===== config.mk =====
export PLATFORM = sky130hd
export DESIGN_NAME = alu8_core
export DESIGN_NICKNAME = d
export VERILOG_FILES = /design/src/rtl/alu8_pkg.sv /design/src/rtl/alu8_addsub.sv /design/src/rtl/alu8_logic.sv /design/src/rtl/alu8_status.sv /design/src/rtl/alu8_core.sv
export SDC_FILE = /design/constraint.sdc
export NUM_CORES = 1
export LEC_CHECK = 0
export BUFFER_PORTS_ARGS = -buffer_cell sky130_fd_sc_hd__buf_4
export CORE_UTILIZATION = 40
export CTS_CLUSTER_DIAMETER = 200
export DETAILED_ROUTE_END_ITERATION = 16
export PLACE_DENSITY = 0.65
export SYNTH_ARGS = -nofsm -noshare
export SYNTH_HDL_FRONTEND = slang
export SYNTH_SLANG_ARGS = --single-unit

===== constraint.sdc =====
create_clock -name clk -period 5.15 [get_ports clk]
set_input_delay 0 -clock clk [delete_from_list [all_inputs] [get_ports clk]]
set_output_delay 0 -clock clk [all_outputs]
set_load 0.01 [all_outputs]

===== src/rtl/alu8_pkg.sv =====
package alu8_pkg;

  localparam int unsigned FB_C = 0;
  localparam int unsigned FB_Z = 1;
  localparam int unsigned FB_N = 2;
  localparam int unsigned FB_V = 3;
  localparam int unsigned FB_S = 4;
  localparam int unsigned FB_H = 5;
  localparam int unsigned FB_T = 6;
  localparam int unsigned FB_I = 7;

  typedef enum logic [3:0] {
    OP_ADD = 4'd0,
    OP_ADC = 4'd1,
    OP_SUB = 4'd2,
    OP_SBC = 4'd3,
    OP_CMP = 4'd4,
    OP_CPC = 4'd5,
    OP_AND = 4'd6,
    OP_OR  = 4'd7,
    OP_XOR = 4'd8,
    OP_COM = 4'd9,
    OP_NEG = 4'd10,
    OP_INC = 4'd11,
    OP_DEC = 4'd12,
    OP_SET = 4'd13,
    OP_R14 = 4'd14,
    OP_R15 = 4'd15
  } alu_op_e;

  typedef enum logic [1:0] {
    LK_AND = 2'd0,
    LK_OR  = 2'd1,
    LK_XOR = 2'd2,
    LK_NOT = 2'd3
  } logic_kind_e;

  // Flags each operation is allowed to change.
  function automatic logic [7:0] flag_set(input alu_op_e op);
    logic [7:0] m;
    m = 8'h00;
    case (op)
      OP_ADD, OP_ADC, OP_SUB, OP_SBC, OP_CMP, OP_CPC, OP_NEG: begin
        m[FB_H] = 1'b1; m[FB_S] = 1'b1; m[FB_V] = 1'b1;
        m[FB_N] = 1'b1; m[FB_Z] = 1'b1; m[FB_C] = 1'b1;
      end
      OP_AND, OP_OR, OP_XOR, OP_INC, OP_DEC: begin
        m[FB_S] = 1'b1; m[FB_V] = 1'b1; m[FB_N] = 1'b1; m[FB_Z] = 1'b1;
      end
      OP_COM: begin
        m[FB_S] = 1'b1; m[FB_V] = 1'b1; m[FB_N] = 1'b1;
        m[FB_Z] = 1'b1; m[FB_C] = 1'b1;
      end
      default: m = 8'h00;
    endcase
    return m;
  endfunction

  function automatic logic writes_back(input alu_op_e op);
    case (op)
      OP_CMP, OP_CPC, OP_R14, OP_R15: return 1'b0;
      default:                        return 1'b1;
    endcase
  endfunction

endpackage


===== src/rtl/alu8_addsub.sv =====
module alu8_addsub #(
  parameter int W = 8
) (
  input  logic [W-1:0] a,
  input  logic [W-1:0] b,
  input  logic         cin,
  input  logic         sub,
  output logic [W-1:0] sum,
  output logic         c_out,
  output logic         h_out,
  output logic         v_out
);
  localparam int HB = W / 2;

  logic [W:0]  wide;
  logic [HB:0] nib;

  always_comb begin
    if (sub) begin
      wide = {1'b0, a} - {1'b0, b} - {{W{1'b0}}, cin};
      nib  = {1'b0, a[HB-1:0]} - {1'b0, b[HB-1:0]} - {{HB{1'b0}}, cin};
    end else begin
      wide = {1'b0, a} + {1'b0, b} + {{W{1'b0}}, cin};
      nib  = {1'b0, a[HB-1:0]} + {1'b0, b[HB-1:0]} + {{HB{1'b0}}, cin};
    end
  end

  assign sum   = wide[W-1:0];
  assign c_out = wide[W];
  assign h_out = nib[HB];

  always_comb begin
    if (sub)
      v_out = (a[W-1] != b[W-1]) && (sum[W-1] != a[W-1]);
    else
      v_out = (a[W-1] == b[W-1]) && (sum[W-1] != a[W-1]);
  end

endmodule


===== src/rtl/alu8_logic.sv =====
module alu8_logic
  import alu8_pkg::*;
#(
  parameter int W = 8
) (
  input  logic [W-1:0] a,
  input  logic [W-1:0] b,
  input  logic_kind_e  kind,
  output logic [W-1:0] y
);
  always_comb begin
    case (kind)
      LK_AND:  y = a & b;
      LK_OR:   y = a | b;
      LK_XOR:  y = a ^ b;
      default: y = ~a;
    endcase
  end
endmodule


===== src/rtl/alu8_status.sv =====
module alu8_status #(
  parameter int SW = 8
) (
  input  logic          clk,
  input  logic          rst,
  input  logic          op_fire,
  input  logic [SW-1:0] upd_mask,
  input  logic [SW-1:0] cand,
  input  logic          ld,
  input  logic [SW-1:0] ld_data,
  output logic [SW-1:0] sreg_q
);
  always_ff @(posedge clk) begin
    if (rst)
      sreg_q <= '0;
    else if (ld)
      sreg_q <= ld_data;
    else if (op_fire)
      sreg_q <= (cand & upd_mask) | (sreg_q & ~upd_mask);
  end

  AST_LOAD_WINS: assert property (@(posedge clk) disable iff (rst)
    ld |=> sreg_q == $past(ld_data));

  AST_OUTSIDE_SET_HELD: assert property (@(posedge clk) disable iff (rst)
    (op_fire && !ld) |=> ((sreg_q ^ $past(sreg_q)) & ~$past(upd_mask)) == '0);

  AST_IDLE_STATUS: assert property (@(posedge clk) disable iff (rst)
    (!op_fire && !ld) |=> $stable(sreg_q));

  AST_IT_ONLY_BY_LOAD: assert property (@(posedge clk) disable iff (rst)
    !ld |=> $stable(sreg_q[SW-1:SW-2]));

endmodule


===== src/rtl/alu8_core.sv =====
module alu8_core
  import alu8_pkg::*;
#(
  parameter int W = 8
) (
  input  logic         clk,
  input  logic         rst,
  input  logic         op_valid,
  input  logic [3:0]   op_sel,
  input  logic [W-1:0] opa,
  input  logic [W-1:0] opb,
  input  logic         sreg_wr,
  input  logic [7:0]   sreg_wdata,
  output logic [W-1:0] result,
  output logic         result_we,
  output logic [7:0]   sreg
);
  localparam logic [W-1:0] ONE  = {{(W-1){1'b0}}, 1'b1};
  localparam logic [W-1:0] ONES = {W{1'b1}};

  alu_op_e     op;
  logic [W-1:0] ar_a, ar_b, ar_sum, lg_y, res;
  logic         ar_cin, ar_sub, ar_c, ar_h, ar_v;
  logic_kind_e  lg_kind;
  logic         is_arith, is_logic, z_chain, z_raw;
  logic [7:0]   cand, mask;

  assign op = alu_op_e'(op_sel);

  // Operand steering onto the shared adder/subtractor.
  always_comb begin
    ar_a     = opa;
    ar_b     = opb;
    ar_cin   = 1'b0;
    ar_sub   = 1'b0;
    is_arith = 1'b1;
    case (op)
      OP_ADD: ;
      OP_ADC: ar_cin = sreg[FB_C];
      OP_SUB, OP_CMP: ar_sub = 1'b1;
      OP_SBC, OP_CPC: begin ar_sub = 1'b1; ar_cin = sreg[FB_C]; end
      OP_NEG: begin ar_a = '0; ar_b = opa; ar_sub = 1'b1; end
      OP_INC: ar_b = ONE;
      OP_DEC: begin ar_b = ONE; ar_sub = 1'b1; end
      default: is_arith = 1'b0;
    endcase
  end

  always_comb begin
    lg_kind  = LK_NOT;
    is_logic = 1'b1;
    case (op)
      OP_AND:  lg_kind = LK_AND;
      OP_OR:   lg_kind = LK_OR;
      OP_XOR:  lg_kind = LK_XOR;
      OP_COM:  lg_kind = LK_NOT;
      default: is_logic = 1'b0;
    endcase
  end

  alu8_addsub #(.W(W)) u_addsub (
    .a(ar_a), .b(ar_b), .cin(ar_cin), .sub(ar_sub),
    .sum(ar_sum), .c_out(ar_c), .h_out(ar_h), .v_out(ar_v)
  );

  alu8_logic #(.W(W)) u_logic (
    .a(opa), .b(opb), .kind(lg_kind), .y(lg_y)
  );

  always_comb begin
    if (is_arith)       res = ar_sum;
    else if (is_logic)  res = lg_y;
    else if (op == OP_SET) res = ONES;
    else                res = '0;
  end

  // Candidate flags; the status unit keeps only those in the op's set.
  assign z_chain = (op == OP_SBC) || (op == OP_CPC);
  assign z_raw   = (res == '0);

  always_comb begin
    cand        = sreg;
    cand[FB_C]  = (op == OP_COM) ? 1'b1 : ar_c;
    cand[FB_V]  = is_logic ? 1'b0 : ar_v;
    cand[FB_H]  = ar_h;
    cand[FB_N]  = res[W-1];
    cand[FB_Z]  = z_chain ? (z_raw & sreg[FB_Z]) : z_raw;
    cand[FB_S]  = cand[FB_N] ^ cand[FB_V];
  end

  assign mask = flag_set(op);

  alu8_status #(.SW(8)) u_status (
    .clk(clk), .rst(rst), .op_fire(op_valid), .upd_mask(mask), .cand(cand),
    .ld(sreg_wr), .ld_data(sreg_wdata), .sreg_q(sreg)
  );

  always_ff @(posedge clk) begin
    if (rst) begin
      result    <= '0;
      result_we <= 1'b0;
    end else begin
      result_we <= op_valid && writes_back(op);
      if (op_valid && writes_back(op))
        result <= res;
    end
  end

  AST_CMP_NO_WRITE: assert property (@(posedge clk) disable iff (rst)
    (op_valid && (op_sel == 4'd4 || op_sel == 4'd5)) |=> (!result_we && $stable(result)));

  AST_IDLE_NO_WRITE: assert property (@(posedge clk) disable iff (rst)
    !op_valid |=> (!result_we && $stable(result)));

  AST_COM_CARRY_SET: assert property (@(posedge clk) disable iff (rst)
    (op_valid && !sreg_wr && op_sel == 4'd9) |=> sreg[FB_C]);

  AST_SET_ALL_ONES: assert property (@(posedge clk) disable iff (rst)
    (op_valid && op_sel == 4'd13) |=> (result_we && result == ONES));

  AST_SIGN_FOLLOWS: assert property (@(posedge clk) disable iff (rst)
    (op_valid && !sreg_wr && mask[FB_V]) |=> (sreg[FB_S] == (sreg[FB_N] ^ sreg[FB_V])));

endmodule


==> impl_metrics.prom <==
# TYPE chip_impl_metric gauge
chip_impl_metric{name="clkSlewWorstSetupHoldPaths",unit="ps"} 70
chip_impl_metric{name="detail_route.drc_violations",unit=""} 0
chip_impl_metric{name="starting_drt_drc_count",unit=""} 188
chip_impl_info{name="tritoncts",value="built"} 1
chip_impl_metric{name="clkPwrFrac",unit=""} 0.170
chip_impl_info{name="worstSetupStartpointType",value="flip-flop"} 1
chip_impl_metric{name="placementRows",unit=""} 28
chip_impl_metric{name="maxSlewViolCount",unit=""} 0
chip_impl_metric{name="floorplan.initialDensity",unit=""} 0.423
chip_impl_info{name="synth_top_family_by_area",value="compound AO/OA/AOI/OAI gates"} 1
chip_impl_metric{name="gr-total-overflow",unit=""} 0
chip_impl_metric{name="layout.area.seq",unit="um^2"} 340
chip_impl_metric{name="die_h",unit="um"} 82.1
chip_impl_metric{name="first_global_vias",unit=""} 2363
chip_impl_metric{name="multi_input_area",unit="um^2"} 1950
chip_impl_metric{name="gpl.final_weighted_congestion",unit=""} 0.898
chip_impl_info{name="synth.area.top_cells",value="sky130_fd_sc_hd__ha_1, sky130_fd_sc_hd__dfxtp_1, sky130_fd_sc_hd__inv_1, sky130_fd_sc_hd__a21oi_1, sky130_fd_sc_hd__nor2_1"} 1
chip_impl_metric{name="postSynthCellCount",unit=""} 370
chip_impl_metric{name="worst-slew-pin-transition",unit="ps"} 573
chip_impl_metric{name="grt_use_total",unit=""} 0.216
chip_impl_metric{name="post_cts_buffers",unit=""} 0
chip_impl_metric{name="vdd.ir_drop.worst",unit="uV"} 127
chip_impl_metric{name="maxCapViolations",unit=""} 0
chip_impl_metric{name="filler_cell_count",unit=""} 614
chip_impl_metric{name="via_count",unit=""} 2623
chip_impl_metric{name="dp.final_hpwl",unit="um"} 5650
chip_impl_metric{name="first_pass_grt_wire_length",unit="um"} 11300
chip_impl_metric{name="share_of_the_synthesized_area_in_the_top_cell_type",unit=""} 0.171
chip_impl_metric{name="synth_cell_types",unit=""} 56
chip_impl_metric{name="sequentialPowerShare",unit=""} 0.257
chip_impl_metric{name="setup_total_negative_slack",unit="ps"} 0
chip_impl_metric{name="share_of_the_core_filled_with_cells",unit=""} 0.498
chip_impl_metric{name="count_of_inserted_antenna_diode_cells",unit=""} 0
chip_impl_metric{name="ys_seq_area_frac",unit=""} 0.133
chip_impl_metric{name="synth.area.mux_share",unit=""} 0.0400
chip_impl_metric{name="port_buffer_cells",unit=""} 48
chip_impl_metric{name="clk_sink_count",unit=""} 17
chip_impl_metric{name="yosys.area_share.simple",unit=""} 0.204
chip_impl_metric{name="comb_power_share",unit=""} 0.573
chip_impl_metric{name="synth_area_in_xor_xnor",unit=""} 0.0581
chip_impl_metric{name="layout_worst_path_cycle_share",unit=""} 0.678
chip_impl_info{name="synth_largest_area_cell",value="sky130_fd_sc_hd__ha_1"} 1
chip_impl_metric{name="synthArstFlopShare",unit=""} 0
chip_impl_info{name="dominantRegCellSynth",value="sky130_fd_sc_hd__dfxtp_1"} 1
chip_impl_metric{name="complex_gate_fraction_of_the_synthesized_area",unit=""} 0.253
chip_impl_metric{name="final_layout_size_suffix_gt1_frac",unit=""} 0.143
chip_impl_info{name="cp-end-kind",value="flip-flop"} 1
chip_impl_metric{name="final_antenna_net_count",unit=""} 0
chip_impl_metric{name="tritoncts.num_buffers",unit=""} 3
chip_impl_metric{name="floorplan.io_pins",unit=""} 49
chip_impl_metric{name="post_drt_wl_per_cell",unit="um"} 14.5
chip_impl_metric{name="crit_fanout",unit=""} 2
chip_impl_metric{name="synth.ff_latch_count",unit=""} 17
chip_impl_info{name="outcome",value="finished clean"} 1
chip_impl_metric{name="synth_area_per_cell",unit="um^2"} 6.93
chip_impl_metric{name="die_width",unit="um"} 82.1
chip_impl_metric{name="post_synth_net_total",unit=""} 441
chip_impl_info{name="series_of_cell_instances_along_the_critical_path",value="inv_1 > nor4b_1 > fa_1 > inv_1 > fa_1 > o21a_1 > nor4_1 > nor2_1 > xnor2_1 > a21oi_1 > o21ai_0 > nor4bb_1 > a21o_1"} 1
chip_impl_metric{name="maximum_level_of_the_cts_h_tree",unit=""} 1
chip_impl_metric{name="fin_worst_skew",unit="ps"} 0.856
chip_impl_metric{name="ys_warn_count",unit=""} 0
chip_impl_metric{name="timing.slew.headroom",unit=""} 0.612
chip_impl_metric{name="minimum_clock_period",unit="ps"} 3490
chip_impl_metric{name="leakage",unit="nW"} 1.46
chip_impl_metric{name="cp.arrival",unit="ps"} 3690
chip_impl_metric{name="setup_violations",unit=""} 0
chip_impl_metric{name="grt_max_degree",unit=""} 40
chip_impl_metric{name="adder_and_majority_gate_portion_of_the_synthesized_area",unit=""} 0.206
chip_impl_metric{name="cts_buffer_depth",unit=""} 2
chip_impl_info{name="rsz0062_at_grt",value="false"} 1
chip_impl_metric{name="switchingPower",unit="mW"} 0.242
chip_impl_info{name="ys_top_cells_by_count",value="sky130_fd_sc_hd__inv_1, sky130_fd_sc_hd__nor2_1, sky130_fd_sc_hd__a21oi_1, sky130_fd_sc_hd__ha_1, sky130_fd_sc_hd__nand2_1"} 1
chip_impl_metric{name="cellPowerDensity",unit="nW/um^2"} 194
chip_impl_metric{name="die_area",unit="um^2"} 6730
chip_impl_metric{name="timing.critical_path.slowest_cell_delay",unit="ps"} 550
chip_impl_metric{name="synth_edf_count",unit=""} 0
chip_impl_info{name="worst_hold_path_type",value="in -> reg"} 1
chip_impl_info{name="synthMostInstantiatedCell",value="sky130_fd_sc_hd__inv_1"} 1
chip_impl_metric{name="syn2layout_area_growth",unit="%"} 17.7
chip_impl_metric{name="initial_antenna_violation_count",unit=""} 0
chip_impl_metric{name="required",unit="ps"} 5350
chip_impl_info{name="critical_path_class",value="reg -> reg"} 1
chip_impl_metric{name="nets_final",unit=""} 479
chip_impl_info{name="crit_path_top_delay_cell",value="sky130_fd_sc_hd__nor4b_1"} 1
chip_impl_metric{name="syn_area",unit="um^2"} 2560
chip_impl_metric{name="fin_total_pwr",unit="mW"} 0.586
chip_impl_info{name="cts_root_buffer",value="sky130_fd_sc_hd__clkbuf_8"} 1
chip_impl_metric{name="clk_latency",unit="ps"} 250
chip_impl_metric{name="core_region_area",unit="um^2"} 6060
chip_impl_metric{name="pre_antenna_drt_iters",unit=""} 4
chip_impl_metric{name="power.internal",unit="mW"} 0.344
chip_impl_metric{name="average_via_count_per_standard_cell",unit=""} 5.44
chip_impl_metric{name="finalHoldViolations",unit=""} 0
chip_impl_metric{name="routed_wl",unit="um"} 6970
chip_impl_metric{name="power.share.switching",unit=""} 0.413
chip_impl_metric{name="fmaxAchievable",unit="GHz"} 0.286
[critical path, delay by kind of cell, from the launching register on]
kind                       cells  cell delay (ps)
adders and majority gates      2              730
DFF                            1              330
buffers and inverters          2              150
and+or+nand+nor                4             1430
AOI/OAI and AO/OA              4              570
xor gates and xnor gates       1              240
[metrics by stage]
stage	area [um^2]	worst slack [ps]	std cells	hold WS, ps
floorplan	2560	1620	370	144
global placement	2940	1590	475	236
CTS	3020	1720	482	20.5
global route	3020	1430	482	22.8
finish	3020	1660	482	22.3
detailed placement	2940	1460	475	243
[power by group through the flow]
stage | combinational, mW | sequential, mW | clock (mW)
floorplan | 0.229 | 0.158 | 0
global placement | 0.328 | 0.153 | 0
detailed placement | 0.330 | 0.154 | 0
CTS | 0.333 | 0.151 | 0.103
global route | 0.377 | 0.152 | 0.109
finish | 0.336 | 0.151 | 0.100
[worst paths after layout]
| check | to | from | cells after the start | slack (ps) |
|---|---|---|---|---|
| worst max register to register | flip-flop | flip-flop | 13 | 1660 |
| worst min-delay path | flip-flop | sreg_wdata[2] | 3 | 20 |
| worst max-delay path | flip-flop | flip-flop | 13 | 1660 |
| worst min register to register | result[5]$_SDFFE_PP0P_ | result[5]$_SDFFE_PP0P_ | 2 | 480 |
[per-layer routing]
| metal | track usage | wire (um) | up-vias |
|---|---|---|---|
| met3 | 0.0367 | 346 | 10 |
| met5 | 0 | 0 | - |
| met2 | 0.362 | 3290 | 71 |
| li1 | - | - | 1337 |
| met4 | 0.0386 | 120 | 0 |
| met1 | 0.290 | 3210 | 1205 |
[cell usage in the layout, fill, tap and decap left out, drive strengths merged, types with 2 or more instances in the layout]
cell,netlist,routed
a21oi,35,35
nor4b,2,2
nor3,5,5
dfxtp,17,17
ha,35,35
nor2b,5,5
a221oi,3,3
buf,10,49
a211o,2,2
a21o,2,2
nor2,43,43
mux2,2,2
nand2b,7,7
fa,4,4
o21ai,28,28
o22ai,2,2
nand3,4,4
a31oi,2,2
nand3b,2,2
dlygate4sd3,0,3
o211ai,3,3
clkbuf,9,3
inv,50,50
mux2i,8,8
a21boi,2,2
xor2,4,4
xnor2,13,13
nand2,35,35
o21a,5,5
a211oi,7,7
or2,2,2
o2111ai,3,3
[cells by family after synthesis]
logic type,after synthesis
xor gates and xnor gates,17
and+or+nand+nor,113
DFF,17
AOI/OAI and AO/OA,104
adders and majority gates,40
buffers and inverters,69
muxes,10
[final cells by class]
type	count	area share
Sequential cell	17	0.113
Inverter	50	0.0622
Clock inverter	1	0.00166
Tap cell	75	0.0311
Clock buffer	3	0.0137
Timing Repair Buffer	52	0.132
Multi-Input combinational cell	284	0.647
[repair_timing]
action | 4_1_cts | 5_1_grt
hold buffers | 3 | 0
hold endpoints to repair | 3 | 0
gates resized for setup | 0 | 0
No activity file was read; power rests on OpenSTA's default activity.
